$ cat config.mk
export PLATFORM = sky130hd
export DESIGN_NAME = hb_gate_sequencer
export DESIGN_NICKNAME = d
export VERILOG_FILES = /design/src/rtl/hbg_pkg.sv /design/src/rtl/hbg_glitch_filter.sv /design/src/rtl/hbg_refresh_timer.sv /design/src/rtl/hbg_phase_ctrl.sv /design/src/rtl/hb_gate_sequencer.sv
export SDC_FILE = /design/constraint.sdc
export NUM_CORES = 1
export LEC_CHECK = 0
export BUFFER_PORTS_ARGS = -buffer_cell sky130_fd_sc_hd__buf_2
export CAP_MARGIN = 20
export CORE_UTILIZATION = 40
export CTS_CLUSTER_SIZE = 12
export DETAILED_ROUTE_END_ITERATION = 10
export GPL_TIMING_DRIVEN = 0
export PLACE_DENSITY = 0.58
export SLEW_MARGIN = 20
export SYNTH_ARGS = -nofsm -noshare
export SYNTH_HDL_FRONTEND = slang
export SYNTH_SLANG_ARGS = --single-unit
export TNS_END_PERCENT = 50
$ cat constraint.sdc
create_clock -name clk_i -period 1.9 [get_ports clk_i]
set_input_delay 0.095 -clock clk_i [delete_from_list [all_inputs] [get_ports clk_i]]
set_output_delay 0.095 -clock clk_i [all_outputs]
set_load 0.1 [all_outputs]
$ cat src/rtl/hbg_pkg.sv
`timescale 1ns/1ps
// Shared types for the half-bridge gate sequencer.
// Assumes: nothing beyond the SystemVerilog 2017 language.
package hbg_pkg;

    // Conduction phase of the sequencer.
    typedef enum logic [1:0] {
        PH_GAP = 2'd0,   // both drives off
        PH_HI  = 2'd1,   // upper drive on
        PH_LO  = 2'd2,   // lower drive on (commanded)
        PH_RLO = 2'd3    // lower drive on (refresh pulse)
    } phase_e;

    // Filtered command decoded from enable and direction.
    typedef enum logic [1:0] {
        W_OFF = 2'd0,
        W_UP  = 2'd1,
        W_DN  = 2'd2
    } want_e;

    // Larger of two cycle counts.
    function automatic int max_cyc(input int a, input int b);
        return (a > b) ? a : b;
    endfunction

endpackage

$ cat src/rtl/hbg_glitch_filter.sv
`timescale 1ns/1ps
// Glitch filter for one command input. The clean output takes a new value
// only after the raw input has held that value for HOLD_CYC sampled edges
// in a row. Assumes: raw_i is already synchronous to clk_i, HOLD_CYC >= 1.
module hbg_glitch_filter #(
    parameter int HOLD_CYC = 22
) (
    input  logic clk_i,
    input  logic rst_ni,
    input  logic raw_i,
    output logic clean_o
);
    localparam int CW = $clog2(HOLD_CYC + 1);

    logic [CW-1:0] run_q;

    // Count agreeing samples of a differing raw value; adopt it at HOLD_CYC.
    always_ff @(posedge clk_i) begin
        if (!rst_ni) begin
            run_q   <= '0;
            clean_o <= 1'b0;
        end else if (raw_i == clean_o) begin
            run_q <= '0;
        end else if (run_q == CW'(HOLD_CYC - 1)) begin
            run_q   <= '0;
            clean_o <= raw_i;
        end else begin
            run_q <= run_q + 1'b1;
        end
    end
endmodule

$ cat src/rtl/hbg_refresh_timer.sv
`timescale 1ns/1ps
// Refresh interval timer. It counts the cycles of the current unbroken upper
// pulse and raises due_o once PERIOD_CYC cycles have passed. Any cycle with
// the upper drive off clears it. Assumes: PERIOD_CYC > the minimum on time.
module hbg_refresh_timer #(
    parameter int PERIOD_CYC = 17500
) (
    input  logic clk_i,
    input  logic rst_ni,
    input  logic hi_on_i,
    output logic due_o
);
    localparam int PW = $clog2(PERIOD_CYC + 1);
    localparam logic [PW-1:0] LAST = PW'(PERIOD_CYC - 1);

    logic [PW-1:0] age_q;

    // Age of the current upper pulse, saturating at its last count.
    always_ff @(posedge clk_i) begin
        if (!rst_ni || !hi_on_i) begin
            age_q <= '0;
        end else if (age_q != LAST) begin
            age_q <= age_q + 1'b1;
        end
    end

    // Due while the upper pulse has reached the full interval.
    always_comb due_o = hi_on_i && (age_q == LAST);
endmodule

$ cat src/rtl/hbg_phase_ctrl.sv
`timescale 1ns/1ps
// Conduction phase controller. It moves between the all-off gap, upper-on,
// lower-on and refresh-lower phases. It holds every pulse for the minimum on
// time and every gap for GAP_CYC. A shutdown forces the gap at once.
// Assumes: want_i is already filtered; refresh_due_i is raised only in PH_HI.
module hbg_phase_ctrl
    import hbg_pkg::*;
#(
    parameter int GAP_CYC    = 125,
    parameter int MIN_ON_CYC = 115
) (
    input  logic  clk_i,
    input  logic  rst_ni,
    input  want_e want_i,
    input  logic  fault_i,
    input  logic  refresh_due_i,
    output logic  drive_hi_o,
    output logic  drive_lo_o,
    output logic  refresh_o
);
    localparam int TW = $clog2(max_cyc(GAP_CYC, MIN_ON_CYC) + 1);
    localparam logic [TW-1:0] GAP_LAST = TW'(GAP_CYC - 1);
    localparam logic [TW-1:0] ON_LAST  = TW'(MIN_ON_CYC - 1);

    phase_e        ph_q;
    logic [TW-1:0] tmr_q;
    logic          pend_q;

    // Phase, time-in-phase and refresh-pending update; shutdown comes first.
    always_ff @(posedge clk_i) begin
        if (!rst_ni || fault_i) begin
            ph_q   <= PH_GAP;
            tmr_q  <= '0;
            pend_q <= 1'b0;
        end else begin
            if (tmr_q != '1) tmr_q <= tmr_q + 1'b1;
            unique case (ph_q)
                PH_GAP: if (tmr_q >= GAP_LAST) begin
                    if (pend_q && want_i == W_UP) begin
                        ph_q  <= PH_RLO;
                        tmr_q <= '0;
                    end else begin
                        pend_q <= 1'b0;
                        if (want_i == W_UP) begin
                            ph_q  <= PH_HI;
                            tmr_q <= '0;
                        end else if (want_i == W_DN) begin
                            ph_q  <= PH_LO;
                            tmr_q <= '0;
                        end
                    end
                end
                PH_HI: if (tmr_q >= ON_LAST) begin
                    if (want_i != W_UP) begin
                        ph_q  <= PH_GAP;
                        tmr_q <= '0;
                    end else if (refresh_due_i) begin
                        ph_q   <= PH_GAP;
                        tmr_q  <= '0;
                        pend_q <= 1'b1;
                    end
                end
                PH_LO: if (tmr_q >= ON_LAST && want_i != W_DN) begin
                    ph_q  <= PH_GAP;
                    tmr_q <= '0;
                end
                PH_RLO: if (tmr_q >= ON_LAST) begin
                    ph_q   <= PH_GAP;
                    tmr_q  <= '0;
                    pend_q <= 1'b0;
                end
                default: ph_q <= PH_GAP;
            endcase
        end
    end

    // Decode the drive enables from the registered phase.
    always_comb begin
        drive_hi_o = (ph_q == PH_HI);
        drive_lo_o = (ph_q == PH_LO) || (ph_q == PH_RLO);
        refresh_o  = pend_q;
    end
endmodule

$ cat src/rtl/hb_gate_sequencer.sv
`timescale 1ns/1ps
// Half-bridge gate sequencer top. It filters the enable and direction
// commands, decodes them into a wanted conduction state, and drives the
// phase controller and the bootstrap refresh timer.
// Assumes: inputs are synchronous to clk_i; REFRESH_CYC > MIN_ON_CYC.
module hb_gate_sequencer
    import hbg_pkg::*;
#(
    parameter int FILT_CYC    = 22,
    parameter int DEAD_CYC    = 125,
    parameter int MIN_ON_CYC  = 115,
    parameter int MIN_OFF_CYC = 100,
    parameter int REFRESH_CYC = 17500
) (
    input  logic clk_i,
    input  logic rst_ni,
    input  logic enable_i,
    input  logic dir_up_i,
    input  logic fault_stop_i,
    output logic drive_hi_o,
    output logic drive_lo_o,
    output logic refresh_o
);
    localparam int GAP_CYC = max_cyc(DEAD_CYC, MIN_OFF_CYC);
    localparam int N_CMD   = 2;

    logic [N_CMD-1:0] raw_cmd;
    logic [N_CMD-1:0] clean_cmd;
    want_e            want;
    logic             refresh_due;

    assign raw_cmd = {dir_up_i, enable_i};

    // One glitch filter per command input.
    for (genvar g = 0; g < N_CMD; g++) begin : g_filt
        hbg_glitch_filter #(.HOLD_CYC(FILT_CYC)) u_filt (
            .clk_i   (clk_i),
            .rst_ni  (rst_ni),
            .raw_i   (raw_cmd[g]),
            .clean_o (clean_cmd[g])
        );
    end

    // Decode the filtered enable and direction into the wanted state.
    always_comb begin
        if (!clean_cmd[0])     want = W_OFF;
        else if (clean_cmd[1]) want = W_UP;
        else                   want = W_DN;
    end

    hbg_refresh_timer #(.PERIOD_CYC(REFRESH_CYC)) u_refresh (
        .clk_i   (clk_i),
        .rst_ni  (rst_ni),
        .hi_on_i (drive_hi_o),
        .due_o   (refresh_due)
    );

    hbg_phase_ctrl #(.GAP_CYC(GAP_CYC), .MIN_ON_CYC(MIN_ON_CYC)) u_phase (
        .clk_i         (clk_i),
        .rst_ni        (rst_ni),
        .want_i        (want),
        .fault_i       (fault_stop_i),
        .refresh_due_i (refresh_due),
        .drive_hi_o    (drive_hi_o),
        .drive_lo_o    (drive_lo_o),
        .refresh_o     (refresh_o)
    );
endmodule

# ---- Yosys cells after proc, flatten, opt, wreduce, memory -nomap -nowiden
# Index checks and enable logic that the tools add are counted.
dict set report totals {
  romBits 0
  in_bits 5
  reg_bits 37
  elab_cells 86
  ram_bits 0
  n_memories 0
  latchBits 0
  output_inout_bits 3
}
dict set report op_classes {
  eq_ne 23
  shift 0
  n_reduce_logical 16
  order_cmp 2
  mux 30
  n_bitwise 3
  multipliers 0
  add_sub_neg 4
  div 0
}
# operator count
set ops {}
lappend ops {{7-bit 2-to-1 mux} 10}
lappend ops {{7-bit case mux with 4 select lines} 1}
lappend ops {{2-bit 2-to-1 mux} 11}
lappend ops {{15-bit by 1-bit adder with 15-bit output, second input constant} 1}
lappend ops {{15-bit equality test, second input constant} 1}
lappend ops {{15-bit != test, second input constant} 1}
lappend ops {{7-bit >= comparator, second input constant} 2}
lappend ops {{5-bit by 1-bit adder with 5-bit output, second input constant} 2}
lappend ops {{5-bit equality test, second input constant} 2}
lappend ops {{2-bit by 1-bit != test with 1-bit output, second input constant} 5}
lappend ops {{2-bit != test, second input constant} 4}
lappend ops {{2-bit case mux with 4 select lines} 1}
lappend ops {{7-bit by 1-bit adder with 7-bit output, second input constant} 1}
lappend ops {{7-bit != test, second input constant} 1}
lappend ops {{7-bit AND reduction} 1}
lappend ops {{2-bit equality test, second input constant} 3}
lappend ops {{1-bit 2-to-1 mux} 6}
lappend ops {{6-bit AND reduction} 1}
lappend ops {{3-bit OR reduction} 2}
lappend ops {{2-bit by 1-bit equality test with 1-bit output, second input constant} 2}
lappend ops {{4-bit by 1-bit != test with 1-bit output, second input constant} 1}
lappend ops {{2-bit AND reduction} 2}
lappend ops {{1-bit logical AND} 3}
lappend ops {{1-bit logical OR} 3}
lappend ops {{other kinds (7)} 11}

# ---- Longest topological paths before layout
# Gate-level depths: netlist (run 1).
dict set report depth {
  depth_word 8
  ltp_mapped 6
}

# ---- By module
# Synthesis (run 1) repeated with hierarchy kept, for this count alone.
dict set report hier_totals {
  hier_cells 196
  hier_area_um2 1766.7
}
# module area_each_um2 n_inst cells_each
set by_module_without_submodules {}
lappend by_module_without_submodules {hbg_refresh_timer 679.4 1 79}
lappend by_module_without_submodules {hbg_phase_ctrl 563.0 1 67}
lappend by_module_without_submodules {hbg_glitch_filter 254.0 2 24}
lappend by_module_without_submodules {hb_gate_sequencer 16.3 1 2}

# ---- Worst setup path before layout (run 1)
# No wires, ideal clock.
dict set report synth_timing {
  kind {register to register}
  from {reg u_refresh.age_q[8]}
  to {reg u_phase.ph_q[1]}
  slack_ns 0.206
  t_required_ns 1.827
  arrival_time_ns 1.621
  path_stages_with_launch 6
  path_buffers 0
  cell_sequence {dfxtp_1 or4_4 nor4_4 nor2_2 and4b_1 mux2i_1}
}
dict set report synth_between {
  elab_chain_cells 4
}
# element line
set synth_rtl {}
lappend synth_rtl {{from (decl)} hbg_refresh_timer.sv:16} ;# logic [PW-1:0] age_q;
lappend synth_rtl {{from (signal assigned)} hbg_refresh_timer.sv:23} ;# age_q <= age_q + 1'b1;
lappend synth_rtl {{15-bit equality test} hbg_refresh_timer.sv:28} ;# always_comb due_o = hi_on_i && (age_q == LAST);
lappend synth_rtl {{1-bit logical AND} hbg_refresh_timer.sv:28}
lappend synth_rtl {{3-bit by 2-bit != test with 1-bit output (no line)} -}
lappend synth_rtl {{6-bit AND reduction (no line)} -}
lappend synth_rtl {{to (signal assigned)} hbg_phase_ctrl.sv:32} ;# ph_q <= PH_GAP;
lappend synth_rtl {{to (signal assigned)} hbg_phase_ctrl.sv:40} ;# ph_q <= PH_RLO;
lappend synth_rtl {{to (signal assigned)} hbg_phase_ctrl.sv:45} ;# ph_q <= PH_HI;
lappend synth_rtl {{to (decl)} hbg_phase_ctrl.sv:25} ;# phase_e ph_q;
# No other way between the ends.
# A chain may end at the register's enable or synchronous reset.

# ---- Worst setup path in the final report (run 1)
# Same ends and word-level chain as after synthesis.

==> impl_metrics.json, run 1 <==
{
  "drt-wirelength-per-cell_microns": 12.1,
  "cts_sinks": 37,
  "maxCapViolations": 0,
  "power_density_nw_per_um2": 696,
  "cts_resized": 0,
  "finalMaxSlewViolations": 0,
  "grt_use_total": 0.157,
  "hpwl_microns": 2250,
  "crit_buf_inv": 0,
  "ys_seq_elements": 37,
  "fp-row-count": 23,
  "fin_hold_ws_ps": 87.8,
  "grt.met1_usage": 0.191,
  "num_vias": 1350,
  "grt_pass1_wl_microns": 5420,
  "synth_flop_cell": "dfxtp_1",
  "synth_nets": 204,
  "power_leakage_nw": 0.733,
  "cts-root-buf": "clkbuf_8",
  "worst_ep_required_time_ps": 2120,
  "die_w_microns": 68.2,
  "tritoncts": "built",
  "fin_crit_sh": 0.921,
  "yosysUniqueCellTypes": 39,
  "final_cell_mix": "dfxtp_1, nor2_1, nand3_1",
  "power_mw": 1.35,
  "drt_first_iter_violations": 54,
  "drive_gt1_frac": 0.125,
  "fmax_mhz": 572,
  "routed_wl_microns": 3120,
  "die_h_microns": 68.2,
  "syn_area_per_cell_sq_um": 9.14,
  "drc": 0,
  "synth-edff-count": 0,
  "cts-buffers-inserted": 5,
  "cts-htree-levels": 2,
  "clk_path_buf_depth": 2,
  "cpMaxStageDelayCell": "or4_4",
  "initial_core_util": 0.426,
  "cts.clk_slew.worst_paths_ps": 80,
  "syn_to_final_growth_pct": 10.7,
  "cp.arrival_ps": 1970,
  "hp-class": "in -> reg",
  "critPathTopFamily": "simple AND/OR/NAND/NOR gates",
  "end_kind": "flip-flop",
  "start_kind": "flip-flop",
  "grt_overflow_total": 0,
  "path_max_fanout": 5,
  "max_stage_delay_ps": 530,
  "relSlewSlack": 0.679,
  "fin_worst_skew_ps": 8.33,
  "grt_pass1_vias": 1270,
  "core-area_sq_um": 4120,
  "netlist_area_sq_um": 1750,
  "ys_async_sr_fraction": 0,
  "layout_commonest_cell": "dfxtp_1",
  "period_minus_slack_ps": 1750,
  "vdd_drop_max_v": 0.000357,
  "critical_path_class": "reg -> reg",
  "worstMarginPinSlew_ps": 485,
  "io_buffers": 7,
  "gp_congestion": 0.851,
  "dp_slack_ps": -17.5,
  "grtUsageMet3": 0.0500,
  "dr.pass1.iters": 4,
  "routed_via_density": 5.23,
  "yosysSeqAreaShare": 0.422,
  "clkLatencyLatePin_ps": 290,
  "finalHoldViolations": 0,
  "postCtsHoldBufs": 0,
  "top_usage_layer": "met2",
  "grt_max_degree": 12,
  "yosysWarnings": 0,
  "dieArea_sq_um": 4650,
  "ant_nets": 0,
  "antenna_cells": 0,
  "layout.nets": 219,
  "setup_violations": 0,
  "fin_ws_ps": 150,
  "path_cells": "or4_4 -> nor4_4 -> nor2_2 -> and4b_1 -> mux2i_1",
  "antenna_found_initial": 0,
  "outcome": "completed",
  "io_pins": 8,
  "rsz0062_at_grt": "no",
  "met2_usage": 0.250,
  "synth_cells": 192
}
-- repair_timing --
| action | in CTS | in global routing |
|---|---|---|
| setup endpoints to repair | 8 | 9 |
| setup buffers | 1 | 0 |
| pin swaps | 1 | 1 |
| gates cloned | 0 | 0 |
-- where the power goes --
group	switching (mW)	internal (mW)	leakage [nW]
Sequential	0.00656	0.781	0.299
Combinational	0.0183	0.0136	0.389
Clock	0.277	0.254	0.0450
-- cell families (layout without fill, tap and decap cells) --
family | after synthesis | in the layout | share of synthesized area
buffers and inverters | 9 | 25 | 0.0257
adders and majority gates | 7 | 7 | 0.0499
AOI/OAI and AO/OA | 18 | 18 | 0.0628
and+or+nand+nor | 93 | 93 | 0.296
DFF | 37 | 37 | 0.422
muxes | 5 | 5 | 0.0285
xor gates and xnor gates | 23 | 23 | 0.115
-- synthesized netlist by cell type (all sizes together) (2+ instances only) --
cell type | number | area share
o21ai | 4 | 0.011
nand4b | 2 | 0.010
ha | 7 | 0.050
nor3 | 5 | 0.014
nor2 | 31 | 0.068
inv | 5 | 0.011
and2b | 3 | 0.015
a31oi | 2 | 0.0071
and4 | 3 | 0.016
nand4bb | 2 | 0.016
dfxtp | 37 | 0.42
a21oi | 6 | 0.017
nor2b | 3 | 0.011
buf | 2 | 0.011
clkbuf | 2 | 0.0043
and3 | 6 | 0.021
xnor2 | 9 | 0.045
nand2b | 2 | 0.0071
nand3 | 19 | 0.054
or3 | 2 | 0.0071
mux2i | 5 | 0.029
xor2 | 14 | 0.070
nand2 | 9 | 0.019
-- worst reg2reg max path, stage by stage (launching register included) --
cell and delay [ps]:
dfxtp_1 350, or4_4 530, nor4_4 250, nor2_2 90, and4b_1 270, mux2i_1 180
-- sequential cells by signal (all words and copies together) (netlist names) --
register	flops
u_refresh.age_q	15
u_phase.ph_q	2
u_phase.refresh_o	1
g_filt.u_filt.run_q	10
u_phase.tmr_q	7
g_filt.u_filt.clean_o	2
-- worst paths after layout --
path / from / depth (start not counted) / slack [ps] / to
hold / removal: enable_i / 3 / 90 / g_filt[0].u_filt.clean_o
hold reg to reg: g_filt[0].u_filt.run_q[0] / 1 / 480 / g_filt[0].u_filt.run_q[0]
setup / recovery: u_refresh.age_q[8] / 5 / 150 / u_phase.ph_q[1]
setup reg to reg: u_refresh.age_q[8] / 5 / 150 / u_phase.ph_q[1]
-- per-layer routing --
layer | routed length, microns | vias up
li1 | - | 689
met4 | 66 | 0
met2 | 1450 | 20
met1 | 1500 | 634
met3 | 109 | 7
met5 | 0 | -
-- final cells by class --
cell class	count	area, sq um
clock inverters	2	10.0
flip-flops and latches	37	741
multi-input cells	146	968
repair buffers	8	42.5
fillers	417	2170
inverters	5	18.8
plain buffers	4	26.3
clock buffers	6	72.6
well taps	50	62.6
-- metrics by stage --
step	area, sq um	std cells	TNS, ps	utilization
finish	1940	258	0	0.472
global route	1940	258	0	0.472
CTS	1940	258	0	0.472
detailed placement	1850	249	-49.6	0.450
global placement	1850	249	0	0.450
floorplan	1750	192	0	-
No activity file was read; power rests on OpenSTA's default activity.
==> run 2: changes to the inputs <==
--- a/config.mk
+++ b/config.mk
@@ -7,6 +7,7 @@
 export LEC_CHECK = 0
 export BUFFER_PORTS_ARGS = -buffer_cell sky130_fd_sc_hd__buf_2
 export CAP_MARGIN = 20
+export CORE_ASPECT_RATIO = 1.4
 export CORE_UTILIZATION = 40
 export CTS_CLUSTER_SIZE = 12
 export DETAILED_ROUTE_END_ITERATION = 10
==> run 2 against run 1 <==
Compared with the run above:
- first-iteration DRC count fell by 50%
- count of clock-buffer cells in the layout rose by 1
- via count fell by 2.7%
- critical path type unchanged
==> impl_metrics.json, run 2 (synthesized netlist as in run 1, its figures left out) <==
{
  "outcome": "completed",
  "grt_overflow_total": 0,
  "hpwl_microns": 2250,
  "cpMaxStageDelayCell": "or4_4",
  "cts_sinks": 37,
  "drt-wirelength-per-cell_microns": 12.1,
  "fin_crit_sh": 0.927,
  "hp-class": "in -> reg",
  "largest_registers": "u_refresh.age_q x15, g_filt.u_filt.run_q x10, u_phase.tmr_q x7",
  "ant_nets": 0,
  "antenna_cells": 0,
  "drive_gt1_frac": 0.139,
  "io_buffers": 7,
  "postCtsHoldBufs": 0,
  "finalHoldViolations": 0,
  "critical_path_class": "reg -> reg",
  "clkLatencyLatePin_ps": 290,
  "cts-htree-levels": 2,
  "io_pins": 8,
  "final_cell_mix": "dfxtp_1, nor2_1, nand3_1",
  "fin_hold_ws_ps": 110,
  "nFillCells": 429,
  "largest_reg_flops": 15,
  "power_leakage_nw": 0.749,
  "setup_violations": 0,
  "routed_wl_microns": 3080,
  "die_w_microns": 58.0,
  "period_minus_slack_ps": 1760,
  "cts-root-buf": "clkbuf_8",
  "power_mw": 1.51,
  "multi_input_area_sq_um": 973,
  "path_max_fanout": 5,
  "max_stage_delay_ps": 540,
  "grt_pass1_vias": 1341,
  "cts-buffers-inserted": 5,
  "grt_use_total": 0.158,
  "routed_via_density": 5.17,
  "power_density_nw_per_um2": 764,
  "grt_max_degree": 12,
  "end_kind": "flip-flop",
  "reg2regPathDepth": 5,
  "layout.nets": 220,
  "drt_first_iter_violations": 27,
  "dp_slack_ps": -1.52,
  "fp-row-count": 28,
  "vdd_drop_max_v": 0.000472,
  "grt_pass1_wl_microns": 5680,
  "fin_worst_skew_ps": 6.88,
  "path_cells": "or4_4 -> nor4_4 -> nor2_2 -> and4b_1 -> mux2i_1",
  "relSlewSlack": 0.677,
  "drc": 0,
  "worst_ep_required_time_ps": 2110,
  "antenna_found_initial": 0,
  "dr.pass1.iters": 4,
  "dieArea_sq_um": 4660,
  "fin_ws_ps": 139,
  "layout_commonest_cell": "dfxtp_1",
  "rsz0062_at_grt": "no",
  "core-area_sq_um": 4200,
  "syn_to_final_growth_pct": 13.0,
  "seqCellArea_sq_um": 741,
  "cts.clk_slew.worst_paths_ps": 70,
  "worstMarginPinSlew_ps": 487,
  "min_path_cells": 3,
  "die_h_microns": 80.4,
  "initial_core_util": 0.417,
  "start_kind": "flip-flop",
  "maxCapViolations": 0,
  "num_vias": 1314,
  "fmax_mhz": 568,
  "clk_path_buf_depth": 2,
  "top_register": "u_refresh.age_q",
  "finalMaxSlewViolations": 0,
  "tritoncts": "built",
  "gp_congestion": 0.904,
  "cp.arrival_ps": 1980
}
==> run 2: cell count changes in the layout (fill, tap and decap cells not counted) <==
cell / before / now
nand2_1: 9 / 8
nand2_2: 0 / 1
bufinv_16: 0 / 1
buf_4: 2 / 3
ha_1: 7 / 6
ha_2: 0 / 1
clkbuf_8: 5 / 6
clkinv_2: 2 / 0
==> run 2: final cells by class <==
type / instances / area share
well taps: 45 / 0.0284
plain buffers: 4 / 0.0133
multi-input cells: 146 / 0.491
flip-flops and latches: 37 / 0.374
clock buffers: 7 / 0.0436
inverters: 5 / 0.00947
clock inverters: 1 / 0.0152
repair buffers: 9 / 0.0253
==> run 2: worst paths after layout <==
path	start	to	slack [ps]
max reg2reg	u_refresh.age_q[8]	u_phase.ph_q[1]	140
min reg2reg	g_filt[0].u_filt.run_q[0]	g_filt[0].u_filt.run_q[0]	470
max	u_refresh.age_q[8]	u_phase.ph_q[1]	140
min	fault_stop_i	u_phase.ph_q[1]	110
==> run 2: critical path, delay by kind of cell (launching register included) <==
family           cells  cell delay (ps)
muxes                1              190
DFF                  1              350
and+or+nand+nor      4             1150
==> run 2: where the power goes <==
part           total [mW]  switching (mW)  internal [mW]
Combinational      0.0329          0.0189         0.0140
Clock               0.694           0.266          0.428
Sequential          0.788         0.00676          0.782
Total                1.51           0.291           1.22
==> run 2: what timing repair did <==
action	4_1_cts	5_1_grt
endpoints found under the hold margin	0	0
resized for setup	0	2
endpoints found under the setup margin	1	8
setup buffers	2	0
pin swaps	1	1
==> run 2: through the flow <==
step	TNS [ps]	area (sq um)	std cells	utilization
floorplan	0	1750	192	-
global placement	0	1850	244	0.439
detailed placement	-1.52	1850	244	0.439
CTS	0	1980	254	0.470
global route	0	1980	254	0.471
finish	0	1980	254	0.471
==> run 2: routing by layer <==
layer | wire length (microns) | GRT usage | vias up | share of wire
li1 | - | - | 692 | -
met1 | 1360 | 0.175 | 603 | 0.44
met2 | 1580 | 0.278 | 12 | 0.51
met3 | 71 | 0.0386 | 7 | 0.023
met4 | 64 | 0.0762 | 0 | 0.021
met5 | 0 | 0 | - | 0
